===== config.mk =====
export PLATFORM = sky130hd
export DESIGN_NAME = irq_pend_unit
export DESIGN_NICKNAME = d
export VERILOG_FILES = /design/src/rtl/irq_pend_pkg.sv /design/src/rtl/irq_idx_dec.sv /design/src/rtl/irq_tmr.sv /design/src/rtl/irq_pend_reg.sv /design/src/rtl/irq_gate.sv /design/src/rtl/irq_pend_unit.sv
export SDC_FILE = /design/constraint.sdc
export NUM_CORES = 1
export LEC_CHECK = 0
export CAP_MARGIN = 20
export CORE_MARGIN = 1
export CORE_UTILIZATION = 55
export CTS_BUF_LIST = sky130_fd_sc_hd__clkbuf_8
export DETAILED_ROUTE_END_ITERATION = 7
export PLACE_DENSITY = 0.88
export SLEW_MARGIN = 20
export SYNTH_ARGS = -nofsm -noshare
export SYNTH_HDL_FRONTEND = slang
export SYNTH_HIERARCHICAL = 1
export SYNTH_SLANG_ARGS = --single-unit

===== constraint.sdc =====
create_clock -name clk -period 5.8 [get_ports clk]
set_clock_uncertainty 0.2 [all_clocks]
set_input_delay 0.87 -clock clk [delete_from_list [all_inputs] [get_ports clk]]
set_output_delay 0.87 -clock clk [all_outputs]
set_load 0.02 [all_outputs]

===== src/rtl/irq_pend_pkg.sv =====
package irq_pend_pkg;
  localparam int unsigned LINES = 8;
  localparam int unsigned SEL_W = $clog2(LINES);
  typedef logic [LINES-1:0] line_vec_t;
endpackage


===== src/rtl/irq_idx_dec.sv =====
module irq_idx_dec
  import irq_pend_pkg::*;
#(
  parameter int unsigned IDX_W = 4
) (
  input  logic             valid,
  input  logic [IDX_W-1:0] idx,
  output line_vec_t        hot,
  output logic             bad
);
  localparam int unsigned IDX_LIM = LINES;

  for (genvar i = 0; i < LINES; i++) begin : g_line
    assign hot[i] = valid && (idx == IDX_W'(i));
  end

  assign bad = valid && (int'(idx) >= int'(IDX_LIM));
endmodule


===== src/rtl/irq_tmr.sv =====
module irq_tmr #(
  parameter int unsigned CNT_W = 32
) (
  input  logic             clk,
  input  logic             rst_n,
  input  logic             cmp_wr,
  input  logic [CNT_W-1:0] cmp_wdata,
  output logic [CNT_W-1:0] count,
  output logic             hit
);
  logic [CNT_W-1:0] cnt_q, cnt_d;
  logic [CNT_W-1:0] cmp_q, cmp_d;
  logic             hit_d;

  always_comb begin
    cnt_d = cnt_q + CNT_W'(1);
    cmp_d = cmp_wr ? cmp_wdata : cmp_q;
    hit_d = (cnt_q == cmp_q) && (cnt_q != '0);
  end

  always_ff @(posedge clk or negedge rst_n) begin
    if (!rst_n) begin
      cnt_q <= '0;
      cmp_q <= '0;
      hit   <= 1'b0;
    end else begin
      cnt_q <= cnt_d;
      if (cmp_wr) cmp_q <= cmp_d;
      hit   <= hit_d;
    end
  end

  assign count = cnt_q;
endmodule


===== src/rtl/irq_pend_reg.sv =====
module irq_pend_reg
  import irq_pend_pkg::*;
(
  input  logic      clk,
  input  logic      rst_n,
  input  logic      wipe,
  input  line_vec_t set_vec,
  input  line_vec_t clr_vec,
  input  logic      bad_req,
  output line_vec_t pend,
  output logic      err
);
  line_vec_t pend_q, pend_d, base;
  logic      err_q;

  always_comb begin
    base   = wipe ? '0 : pend_q;
    pend_d = (base & ~clr_vec) | set_vec;
  end

  always_ff @(posedge clk or negedge rst_n) begin
    if (!rst_n) begin
      pend_q <= '0;
      err_q  <= 1'b0;
    end else begin
      pend_q <= pend_d;
      err_q  <= bad_req;
    end
  end

  assign pend = pend_q;
  assign err  = err_q;
endmodule


===== src/rtl/irq_gate.sv =====
module irq_gate
  import irq_pend_pkg::*;
(
  input  line_vec_t mask,
  input  line_vec_t pend,
  input  logic      glb_en,
  input  logic      exc_lvl,
  input  logic      err_lvl,
  output logic      req,
  output logic      any
);
  logic gate_open;

  always_comb begin
    gate_open = glb_en && !exc_lvl && !err_lvl;
    any       = |pend;
    req       = gate_open && (|(mask & pend));
  end
endmodule


===== src/rtl/irq_pend_unit.sv =====
module irq_pend_unit
  import irq_pend_pkg::*;
#(
  parameter int unsigned IDX_W = 4,
  parameter int unsigned CNT_W = 32
) (
  input  logic             clk,
  input  logic             rst_n,
  input  logic             post_valid,
  input  logic [IDX_W-1:0] post_index,
  input  logic             clr_valid,
  input  logic [IDX_W-1:0] clr_index,
  input  logic             clr_all,
  input  logic             cmp_wr,
  input  logic [CNT_W-1:0] cmp_wdata,
  input  logic [SEL_W-1:0] tsel,
  input  logic [LINES-1:0] irq_mask,
  input  logic             glb_en,
  input  logic             exc_lvl,
  input  logic             err_lvl,
  output logic [LINES-1:0] pending,
  output logic             any_pending,
  output logic             irq_req,
  output logic             idx_err,
  output logic [CNT_W-1:0] count
);
  logic      rst_meta_n, rst_q_n;
  line_vec_t post_hot, clr_hot, tsel_hot, set_vec, clr_vec;
  logic      post_bad, clr_bad, tmr_hit;

  always_ff @(posedge clk or negedge rst_n) begin
    if (!rst_n) begin
      rst_meta_n <= 1'b0;
      rst_q_n    <= 1'b0;
    end else begin
      rst_meta_n <= 1'b1;
      rst_q_n    <= rst_meta_n;
    end
  end

  irq_idx_dec #(.IDX_W(IDX_W)) u_post_dec (
    .valid(post_valid), .idx(post_index), .hot(post_hot), .bad(post_bad)
  );

  irq_idx_dec #(.IDX_W(IDX_W)) u_clr_dec (
    .valid(clr_valid), .idx(clr_index), .hot(clr_hot), .bad(clr_bad)
  );

  for (genvar i = 0; i < LINES; i++) begin : g_tsel
    assign tsel_hot[i] = (tsel == SEL_W'(i));
  end

  irq_tmr #(.CNT_W(CNT_W)) u_tmr (
    .clk(clk), .rst_n(rst_q_n), .cmp_wr(cmp_wr), .cmp_wdata(cmp_wdata),
    .count(count), .hit(tmr_hit)
  );

  always_comb begin
    set_vec = post_hot | (tmr_hit ? tsel_hot : '0);
    clr_vec = clr_hot  | (cmp_wr  ? tsel_hot : '0);
  end

  irq_pend_reg u_pend (
    .clk(clk), .rst_n(rst_q_n), .wipe(clr_all), .set_vec(set_vec),
    .clr_vec(clr_vec), .bad_req(post_bad || clr_bad),
    .pend(pending), .err(idx_err)
  );

  irq_gate u_gate (
    .mask(irq_mask), .pend(pending), .glb_en(glb_en), .exc_lvl(exc_lvl),
    .err_lvl(err_lvl), .req(irq_req), .any(any_pending)
  );
endmodule


# == After elaboration in Yosys (flattened, before gate mapping) ==
# Cells that the tools add are included.
# totals
regBits,76
wordCells,72
input_bits,60
out_inout_bits,43
# classes
mux,3
bitwise,6
addsub,1
eq_ne,22
order_cmp,2
n_reduce_logical,31
# op_table
cell,count
"32-bit by 1-bit adder with 32-bit output, second input constant",1
32-bit equality test,1
"4-bit by 3-bit equality test with 1-bit output, second input constant",8
32-bit nonzero test,1
8-bit 2-to-1 mux,3
8-bit bitwise OR,3
1-bit logical AND,22
8-bit bitwise AND,2
"4-bit by 2-bit equality test with 1-bit output, second input constant",4
8-bit OR reduction,2
"3-bit equality test, second input constant",4
"4-bit by 1-bit equality test with 1-bit output, second input constant",2
"4-bit greater-or-equal comparator, second input constant",2
4-bit logical NOT,2
8-bit inverter,1
"3-bit by 2-bit equality test with 1-bit output, second input constant",2
"3-bit by 1-bit equality test with 1-bit output, second input constant",1
3-bit logical NOT,1
1-bit logical NOT,2
1-bit logical OR,1

# == Depth between registers and ports, before layout ==
# logic_depth
ltp_word,6
ltp_mapped,6
ltp_nobuf,6

# == Cells and area by module ==
# Netlist, hierarchy kept.
# modules_own_cells
mod,instances,cells_per_inst,seq_area_each_um2,area_per_inst_um2
irq_tmr,1,256,1626.6,3131.8
irq_pend_reg,1,26,225.2,379.1
irq_pend_unit,1,31,50.0,290.3
irq_idx_dec,2,14,0.0,77.6
irq_gate,1,10,0.0,67.6

# == Least setup slack after synthesis ==
# Ideal clock, no wire load.
# synth_timing
path_type,input to output
startpoint,in irq_mask[6]
endpoint,out irq_req
arrival_time_ns,1.354
required_time_ns,4.730
n_path_buf,0
setup_slack_ns,3.376
path_stages,3
path_cell_list,a22oi_1 > nand4_1 > and3_1
# synth_via
elab_chain_cells,3
# synth_lines
element,line_no,rtl
start: declaration,irq_pend_unit.sv:17,"input logic [LINES-1:0] irq_mask,"
8-bit bitwise AND,irq_gate.sv:17,req = gate_open && (|(mask & pend));
8-bit OR reduction,irq_gate.sv:17,
1-bit logical AND,irq_gate.sv:17,
end: declaration,irq_pend_unit.sv:23,"output logic irq_req,"
# No other way between the ends.

# == Worst setup path after layout ==
# layout_timing
startpoint,in irq_mask[4]
endpoint,out irq_req
# The elaborated chain is that of the path after synthesis.

==> impl_metrics.csv <==
group,metric,value,unit
outcome,status,"finished, final reports clean",
drt,firstDrtPassIters,4,
clock_network,cts_root_buf,"clkbuf_8",
floorplanning,die_w,87.54,um
layout,fin_cells,551,
layout,area_growth_syn_to_layout,31.28,%
setup_path,crit_top_cell,"clkdlybuf4s50_1",
floorplanning,io_pins,103,
setup_path,path_cells,"clkdlybuf4s50_1 -> a22oi_1 -> nand4_1 -> and3_1 -> clkdlybuf4s50_1",
synthesis,synth-adder-area-share,0.6219,%
clock_network,cts_max_path_buffers,2,
power,p_per_area,217.7,nW/um2
sta,tns,0,ps
synthesis,synth.distinct_cells,46,
grt,met3_usage,5.561,%
floorplanning,row_count,30,
floorplanning,initial_core_util,57.95,%
placement,dp_cells,535,
layout,finalInstanceArea,5283,um2
placement,port_buffers,102,
power,p_leak,2.360,nW
layout,nNetsFinal,512,
synthesis,synth-xor-area-share,13.50,%
sta,setup_viol,0,
grt,grt_max_degree,46,
sta,fmax,0.2977,GHz
drt,via_per_inst,5.653,
grt,grt_use_met1,36.20,%
grt,grt_pass1_wl,15410,um
drt,drc,0,
grt,overflow,0,
clock_network,post_cts_buffers,0,
drt,wl,9591,um
clock_network,clock_latency,350,ps
placement,place_hpwl,7115,um
clock_network,htreeDepth,3,
synthesis,synth_top_family_by_area,"simple AND/OR/NAND/NOR gates",
synthesis,synth.yosys.warnings,6,
clock_network,cts_tree,"done",
setup_path,crit_type,"input pin to output pin",
synthesis,synthTopCellsByArea,"dfrtp_1 (47%), xor2_1 (9.4%), mux2_2 (9.0%)",
setup_path,slowest_stage,"clkdlybuf4s50_1",
clock_network,clkTransAtPathRegs,80,ps
synthesis,muxShareOfSynthArea,8.955,%
setup_path,worstPathMaxFanout,1,
power,ir_drop,0.1702,mV
worst_hold_path,hold_class,"register to asynchronous set/reset pin",
grt,top_usage_layer,"met2",
clock_network,cts_resized,0,
synthesis,synth_compound_area_share,4.633,%
synthesis,synth_ff_type,"dfrtp_1",
sta,finalHoldViolCount,0,
setup_path,cp_top_family,"buffers and inverters",
setup_path,cp.buffers_inverters,2,
clock_network,cts_made_buffers,9,
synthesis,synth_cells,351,
drt,drt_iter0_drc,248,
power,power.total,1.150,mW
layout,diodes,0,
sta,worst_pin_slew,840.8,ps
clock_network,hold_buffers,0,
setup_path,cp-end-kind,"output pin",
synthesis,synth_nets,413,
grt,grtUsageTotal,27.06,%
synthesis,syn_area,4024,um2
layout,utilization,76.07,%
synthesis,synth-simple-area-share,21.21,%
setup_path,critPathArrivalTime,2290,ps
synthesis,synth_common_cells,"dfrtp_1 (76), xor2_1 (43), mux2_2 (32)",
synthesis,yosysTopAreaCell,"dfrtp_1",
floorplanning,die_h,87.54,um
synthesis,synthDominantCellAreaShare,47.26,%
run,cap_violations,0,
sta,relSlewSlack,43.77,%
grt,grt_pass1_vias,3158,
setup_path,cp-start-kind,"input pin",
floorplanning,die_area,7662,um2
synthesis,synth.yosys.seq_area_share,47.26,%
clock_network,clkSinkCount,76,
sta,fin_crit,3359,ps
placement,post_dp_cell_area,5065,um2
floorplanning,core-area,6944,um2
synthesis,synth_edf_count,0,
synthesis,yosys.cell_count.top_type,"dfrtp_1",
drt,wire_per_inst,17.41,um
layout,drive_above_1_share,18.24,%
sta,rsz0062_at_grt,"no",
grt,antenna_found_initial,0,
setup_path,max_stage_delay,540,ps
placement,gp_congestion,0.8475,
synthesis,syn_avg_cell_area,11.46,um2
synthesis,ys_seq_elements,76,
synthesis,synth-async-reset-ratio,100.0,%
sta,finalCritPeriodShare,57.92,%
grt,use_met2,43.18,%
sta,slew_violations,0,
setup_path,cp.required,4730,ps
drt,postRouteAntennaNets,0,
drt,vias,3115,
-- through the flow --
stage / hold WS, ps / setup slack [ps]
after floorplan: 131.2 / 3327
after global placement: 104.5 / 2493
after detailed placement: 106.6 / 2440
after CTS: 115.7 / 2438
after global routing: 162.8 / 2392
final: 98.33 / 2441
-- cell usage in the layout (no fill, tap or decap), drive strengths merged, types with 4 or more instances in the layout --
master	synthesis	layout
nand2	11	11
xnor2	19	19
nor3	11	11
inv	9	10
and3	6	6
xor2	43	43
nand4	12	12
nor3b	7	7
clkbuf	4	9
dfrtp	76	76
nand3	12	12
a21o	5	5
a22oi	4	4
a31o	9	9
nor2	22	22
clkdlybuf4s50	0	102
or2	8	8
nor4	21	21
mux2	32	32
and4	5	5
nand2b	4	4
-- worst register-to-register path, stage by stage, from the launching register on --
cell and delay (ps):
dfrtp_1 480, ha_1 270, nand3_2 150, or3_1 560, nor4_4 270, xor2_1 160
-- path summary, 6_finish.rpt --
check                                from              end  slack [ps]  cells past startpoint
max                           irq_mask[4]          irq_req        2440                      5
min in group clk               rst_meta_n          rst_q_n         160                      0
min reg2reg                       rst_q_n  u_tmr/cmp_q[24]         100                      0
max in group asynchronous         rst_q_n  u_tmr/count[18]        4280                      1
min                               rst_q_n  u_tmr/cmp_q[24]         100                      0
max reg2reg                u_tmr/count[1]  u_tmr/count[20]        3630                      5
-- logic make-up (layout without fill, tap and decap cells) --
logic type      Yosys count  count (layout)
fa+ha+maj                 2               2
mux                      32              32
simple gates            132             132
other cells               1               1
flops                    76              76
buf+inv                  25             129
xor+xnor                 62              62
compound gates           21              21
-- flip-flops by register name, summed over array words and instances, names as in the netlist --
name,cells
rst_q_n,1
u_tmr/hit,1
u_pend/err,1
u_pend/pend,8
u_tmr/cmp_q,32
rst_meta_n,1
u_tmr/count,32
-- routing by layer --
layer	vias up	wire (um)
li1	1441	-
met1	1538	4078
met2	118	4679
met3	18	646
met4	0	187
met5	-	0
-- where the power goes --
part	leakage (nW)	switching, mW	total (mW)	internal, mW
logic	1.28	0.0543	0.136	0.0817
clock network	0.111	0.196	0.437	0.241
registers	0.970	0.0216	0.577	0.555
total	2.36	0.272	1.15	0.878
-- area by class of cell --
cell class / count / area, um2
Clock buffer: 9 / 123.9
Clock inverter: 7 / 93.84
Fill cell: 463 / 1662
Inverter: 9 / 33.78
Multi-Input combinational cell: 250 / 1972
Sequential cell: 76 / 1903
Tap cell: 96 / 120.1
Timing Repair Buffer: 104 / 1036
(Power assumes the default switching activity.)
